### config.mk
export PLATFORM = sky130hd
export DESIGN_NAME = dprot_guard
export DESIGN_NICKNAME = d
export VERILOG_FILES = /design/src/rtl/dprot_pkg.sv /design/src/rtl/dprot_port_rule.sv /design/src/rtl/dprot_select.sv /design/src/rtl/dprot_capture.sv /design/src/rtl/dprot_guard.sv
export SDC_FILE = /design/constraint.sdc
export NUM_CORES = 1
export LEC_CHECK = 0
export BUFFER_PORTS_ARGS = -buffer_cell sky130_fd_sc_hd__buf_4
export CAP_MARGIN = 20
export CORE_MARGIN = 2
export CORE_UTILIZATION = 39
export CTS_CLUSTER_SIZE = 24
export DETAILED_ROUTE_END_ITERATION = 6
export PLACE_DENSITY = 0.86
export SLEW_MARGIN = 10
export SYNTH_ARGS = -nofsm -noshare
export SYNTH_HDL_FRONTEND = slang
export SYNTH_SLANG_ARGS = --single-unit
### constraint.sdc
create_clock -name clk -period 1.8 [get_ports clk]
set_input_delay 0.27 -clock clk [delete_from_list [all_inputs] [get_ports clk]]
set_output_delay 0.27 -clock clk [all_outputs]
set_load 0.05 [all_outputs]
### src/rtl/dprot_pkg.sv
package dprot_pkg;

    localparam int unsigned NPORT = 2;

    // Captured fault record; packed order gives status bit2..bit0.
    typedef struct packed {
        logic supervisor;
        logic port1;
        logic write;
    } flt_info_t;

    localparam int unsigned INFO_W = $bits(flt_info_t);

    function automatic flt_info_t make_info(input logic wr, input logic port1,
                                            input logic supervisor);
        flt_info_t f;
        f.supervisor = supervisor;
        f.port1      = port1;
        f.write      = wr;
        return f;
    endfunction

endpackage

### src/rtl/dprot_port_rule.sv
module dprot_port_rule
    import dprot_pkg::*;
#(
    parameter int unsigned ADDR_W   = 32,
    parameter logic [ADDR_W-1:0] MMR_BASE = 32'hFFC0_0000,
    parameter int unsigned PORT_IDX = 0
) (
    input  logic              valid,
    input  logic [ADDR_W-1:0] addr,
    input  logic              write,
    input  logic              user_mode,
    output logic              viol,
    output logic              mem_en,
    output flt_info_t         info
);
    logic in_window;
    logic mode_blocked;

    assign in_window = (addr >= MMR_BASE);

    // Port 0 is refused only in user mode; every other port is refused in any mode.
    generate
        if (PORT_IDX == 0) begin : g_mode_checked
            assign mode_blocked = user_mode;
        end else begin : g_always_blocked
            assign mode_blocked = 1'b1;
        end
    endgenerate

    assign viol   = valid && in_window && mode_blocked;
    assign mem_en = valid && !viol;
    assign info   = make_info(write, (PORT_IDX != 0), !user_mode);
endmodule

### src/rtl/dprot_select.sv
module dprot_select
    import dprot_pkg::*;
#(
    parameter int unsigned ADDR_W = 32
) (
    input  logic [NPORT-1:0]             viol,
    input  logic [NPORT-1:0][ADDR_W-1:0] addr,
    input  flt_info_t [NPORT-1:0]        info,
    output logic                         any_viol,
    output logic [ADDR_W-1:0]            sel_addr,
    output flt_info_t                    sel_info
);
    // Lowest port index wins: scan from the top so the lowest writes last.
    always_comb begin
        sel_addr = '0;
        sel_info = '0;
        for (int i = NPORT - 1; i >= 0; i--) begin
            if (viol[i]) begin
                sel_addr = addr[i];
                sel_info = info[i];
            end
        end
    end

    assign any_viol = |viol;
endmodule

### src/rtl/dprot_capture.sv
module dprot_capture
    import dprot_pkg::*;
#(
    parameter int unsigned ADDR_W  = 32,
    parameter int unsigned STAT_W  = 32,
    parameter int unsigned CAUSE_W = 8,
    parameter logic [CAUSE_W-1:0] CAUSE = 8'h23
) (
    input  logic               clk,
    input  logic               rst,
    input  logic               any_viol,
    input  logic [ADDR_W-1:0]  sel_addr,
    input  flt_info_t          sel_info,
    output logic               exc_req,
    output logic [CAUSE_W-1:0] exc_cause,
    output logic [ADDR_W-1:0]  fault_addr,
    output logic [STAT_W-1:0]  fault_status
);
    localparam int unsigned PAD_W = STAT_W - INFO_W;

    always_ff @(posedge clk) begin
        if (rst) begin
            exc_req      <= 1'b0;
            exc_cause    <= '0;
            fault_addr   <= '0;
            fault_status <= '0;
        end else begin
            exc_req   <= any_viol;
            exc_cause <= any_viol ? CAUSE : '0;
            if (any_viol) begin
                fault_addr   <= sel_addr;
                fault_status <= {{PAD_W{1'b0}}, sel_info};
            end
        end
    end

    p_cause_r5: assert property (@(posedge clk) disable iff (rst)
        exc_req |-> (exc_cause == CAUSE));
    p_idle_cause_r5: assert property (@(posedge clk) disable iff (rst)
        !exc_req |-> (exc_cause == '0));
    p_hold_r9: assert property (@(posedge clk) disable iff (rst)
        !$past(any_viol) |-> ($stable(fault_addr) && $stable(fault_status)));
    p_pad_zero_r7: assert property (@(posedge clk) disable iff (rst)
        $countones(fault_status[STAT_W-1:INFO_W]) == 0);
    p_only_on_fault_r11: assert property (@(posedge clk) disable iff (rst)
        exc_req |-> $past(any_viol));
endmodule

### src/rtl/dprot_guard.sv
module dprot_guard
    import dprot_pkg::*;
#(
    parameter int unsigned ADDR_W  = 32,
    parameter logic [ADDR_W-1:0] MMR_BASE = 32'hFFC0_0000,
    parameter int unsigned STAT_W  = 32,
    parameter int unsigned CAUSE_W = 8,
    parameter logic [CAUSE_W-1:0] CAUSE = 8'h23
) (
    input  logic               clk,
    input  logic               rst,
    input  logic               user_mode,
    input  logic               p0_valid,
    input  logic [ADDR_W-1:0]  p0_addr,
    input  logic               p0_write,
    input  logic               p1_valid,
    input  logic [ADDR_W-1:0]  p1_addr,
    input  logic               p1_write,
    output logic               p0_mem_en,
    output logic               p1_mem_en,
    output logic               exc_req,
    output logic [CAUSE_W-1:0] exc_cause,
    output logic [ADDR_W-1:0]  fault_addr,
    output logic [STAT_W-1:0]  fault_status
);
    logic [NPORT-1:0]             valid_v;
    logic [NPORT-1:0]             write_v;
    logic [NPORT-1:0][ADDR_W-1:0] addr_v;
    logic [NPORT-1:0]             viol_v;
    logic [NPORT-1:0]             en_v;
    flt_info_t [NPORT-1:0]        info_v;
    logic                         any_viol;
    logic [ADDR_W-1:0]            sel_addr;
    flt_info_t                    sel_info;

    assign valid_v = {p1_valid, p0_valid};
    assign write_v = {p1_write, p0_write};
    assign addr_v  = {p1_addr, p0_addr};

    generate
        for (genvar g = 0; g < NPORT; g++) begin : g_port
            dprot_port_rule #(
                .ADDR_W  (ADDR_W),
                .MMR_BASE(MMR_BASE),
                .PORT_IDX(g)
            ) u_rule (
                .valid    (valid_v[g]),
                .addr     (addr_v[g]),
                .write    (write_v[g]),
                .user_mode(user_mode),
                .viol     (viol_v[g]),
                .mem_en   (en_v[g]),
                .info     (info_v[g])
            );
        end
    endgenerate

    assign p0_mem_en = en_v[0];
    assign p1_mem_en = en_v[1];

    dprot_select #(.ADDR_W(ADDR_W)) u_select (
        .viol    (viol_v),
        .addr    (addr_v),
        .info    (info_v),
        .any_viol(any_viol),
        .sel_addr(sel_addr),
        .sel_info(sel_info)
    );

    dprot_capture #(
        .ADDR_W (ADDR_W),
        .STAT_W (STAT_W),
        .CAUSE_W(CAUSE_W),
        .CAUSE  (CAUSE)
    ) u_capture (
        .clk         (clk),
        .rst         (rst),
        .any_viol    (any_viol),
        .sel_addr    (sel_addr),
        .sel_info    (sel_info),
        .exc_req     (exc_req),
        .exc_cause   (exc_cause),
        .fault_addr  (fault_addr),
        .fault_status(fault_status)
    );

    p_user_fault_r2: assert property (@(posedge clk) disable iff (rst)
        (p1_valid && user_mode && p1_addr >= MMR_BASE) |=> exc_req);
    p_port1_sup_r3: assert property (@(posedge clk) disable iff (rst)
        (p1_valid && !user_mode && p1_addr >= MMR_BASE) |=>
            (exc_req && fault_status[1] == $past(!p0_valid || !user_mode || p0_addr < MMR_BASE)));
    p_low_pass_r4: assert property (@(posedge clk) disable iff (rst)
        (p0_valid && p0_addr < MMR_BASE) |-> p0_mem_en);
    p_gate_r10: assert property (@(posedge clk) disable iff (rst)
        (p1_valid && p1_addr >= MMR_BASE) |-> !p1_mem_en);
    p_prio_r8: assert property (@(posedge clk) disable iff (rst)
        (viol_v[0] && viol_v[1]) |=>
            (!fault_status[1] && fault_addr == $past(p0_addr)));
endmodule

==> key figures <==
Clocking
  – Clock Path Buffers: 2
  – TritonCTS Sinks: 36
  – CTS Buf Count: 5
  – Skew-Pair Late Insertion Delay: 0.27 ns
  – Root Driver: clkbuf_8
  – CTS resizes: 0
  – Hold buffers post-CTS: 0
  – H-tree levels: 2
  – Clk pin slew, worst setup/hold paths: roughly 0.07 ns
  – Post-CTS Setup Repair Bufs: 0
  – TritonCTS clock tree: built

GRT
  – Pin count of the biggest net entering global routing: 48
  – Global-route congestion overflow total: 0
  – Initial antenna violation count: 0
  – Gr usage total: 0.174
  – First-pass GRT wire length: between 7000 and 8000 um
  – Vias in the first global route: 1648

Synthesis
  – Mux contribution to synthesized area: 0
  – Largest family of logic cells by synthesized area: buffers and inverters
  – Synth Area in Compound Gates: 0.149
  – #FFs+latches synth: 36
  – Netlist cell types: 20
  – Post-Syn Instances: 224
  – Average size of a mapped cell: 7.96 um^2
  – Mapped cell area: 0.00178 mm^2
  – Synth Area in Simple Gates: 0.216
  – Yosys warns: 0
  – Adder-Cell Fraction of Synth Area: 0
  – Post-synthesis xor/xnor area fraction: 0
  – Register area share after synthesis: 0.404

Placed design
  – PortBufs: 111
  – Placed cells: about 370
  – Gpl congestion: 0.787
  – Dpl hpwl: 3640 um
  – Worst Setup Slack post-DPL: around 0.15 ns
  – Placed Area: 0.00248 mm^2

Timing
  – Pins Over Slew Limit: 0
  – Sum Neg Setup Slack: 0 ns
  – Clock Skew: 0 ns
  – RSZ-0062 raised after global routing: no
  – Max-slew headroom: 0.426
  – Final number of hold-violating endpoints: 0
  – Worst-margin pin slew: 0.861 ns
  – Setup violators final: 0
  – WHS: 0.270 ns
  – Final WS setup: 0.318 ns
  – Fmax: 675 MHz
  – Fin crit period: 1.48 ns
  – Fin crit share: 0.823

Final layout
  – Commonest non-fill, non-tap cells in the layout: buf_4 (115), dfxtp_1 (36), conb_1 (34)
  – Antenna fix cells: 0
  – Final net count: 395
  – Commonest non-fill, non-tap cell in the layout: buf_4
  – Layout area overhead: 45.1%
  – Layout cells sized above 1: 0.388
  – FILL cells: 412
  – Layout Utilization: 0.590
  – Cell Count, Final, Fillers Out: 377
  – Design Area, Final: between 0.002 and 0.003 mm^2

Setup path
  – R2R Path Start: u_capture.fault_addr[9]$_SDFFE_PP0P_
  – Arr. time, crit path: 1.21 ns
  – Startpoint types: primary input
  – Critical Path RT: 1.53 ns
  – Worst r2r path cells: 2
  – Setup crit start: p1_addr[25]
  – CP Capture Type: output pin
  – Critical path class: primary input to output pin
  – Peak fanout along the critical path: 13

Routing
  – Pre-Repair DR Iteration Count: 4
  – Vias: 1810
  – Via/cell ratio: 4.80
  – WL/cell: 12.6 um
  – First DRT Iteration DRCs: between 50 and 60
  – Drt drc: 0
  – Routed wire length: 4760 um
  – Antenna Nets Post-Route: 0

Power
  – Power Dens Cells: 698 mW/mm^2
  – Leak: 1.18 nW
  – Worst vdd ir: 0.311 mV
  – Pwr Total: around 1.8 mW

Floorplanning
  – Core Region: approximately 0.0044 mm^2
  – Die area: 0.00513 mm^2
  – Die Wd: 71.6 um
  – Starting Density: 0.407
  – Std-Cell Rows: 24
  – Top Ports: 146
  – Die Y-Extent: slightly above 70 um

Outcome
  – Status: complete, no violations

Hold path
  – Hold Crit Start: p1_addr[15]
  – Hold Path Depth: 3
  – Worst hold path class: primary input to flop

Flow run
  – Max cap viols: 0
-- cells in the mapped netlist (all sizes together) --
cell / n / area, um^2
buf: 46 / 332
dfxtp: 36 / 721
nor2: 25 / 93.8
nand2: 24 / 90.1
nand3: 24 / 120
a311oi: 23 / 201
a21oi: 13 / 65.1
inv: 11 / 41.3
clkbuf: 9 / 33.8
nand4: 5 / 31.3
nor3: 3 / 20.0
and2: 1 / 6.26
conb: 1 / 3.75
or2: 1 / 6.26
or3: 1 / 6.26
or4: 1 / 11.3
-- critical path, stage by stage --
cell and delay (ns):
buf_4 0.08, nand4_1 0.16, nor3_4 0.24, buf_4 0.23, nor2_1 0.06, buf_4 0.18
-- sequential cells by signal, indices dropped and copies added, names as in the netlist --
signal and flops:
u_capture.exc_cause 1, u_capture.fault_addr 32, u_capture.fault_status 3
-- where the power goes --
part	switching (mW)	internal (mW)	leakage, nW
Combinational	0.217	0.104	0.831
Sequential	0.000338	0.797	0.290
Clock	0.278	0.410	0.0541
Total	0.495	1.31	1.18
-- cells by family after synthesis --
family          count (synthesis)
simple gates                   85
buf+inv                        66
compound gates                 36
flops                          36
other cells                     1
-- cell type report --
type,instances,area [um^2],area share
repair buffers,115,863,0.334
well taps,52,65.1,0.0251
inverters,11,41.3,0.0160
clock buffers,5,68.8,0.0266
clock inverters,3,42.5,0.0164
multi-input cells,155,786,0.304
flip-flops and latches,36,721,0.279
-- layer usage --
layer / up-vias / global-route usage / part of all wire
met5: - / 0 / 0
met2: 78 / 0.322 / 0.53
li1: 893 / - / -
met4: 0 / 0.0398 / 0.0036
met1: 837 / 0.201 / 0.39
met3: 2 / 0.0450 / 0.070
-- final timing paths --
check | end | slack, ns
hold reg to reg | u_capture.fault_addr[24]$_SDFFE_PP0P_ | 0.45
hold / removal | u_capture.fault_addr[15]$_SDFFE_PP0P_ | 0.27
setup reg to reg | u_capture.fault_addr[9]$_SDFFE_PP0P_ | 1.00
setup / recovery | p1_mem_en | 0.32
No activity file was read; power rests on OpenSTA's default activity.
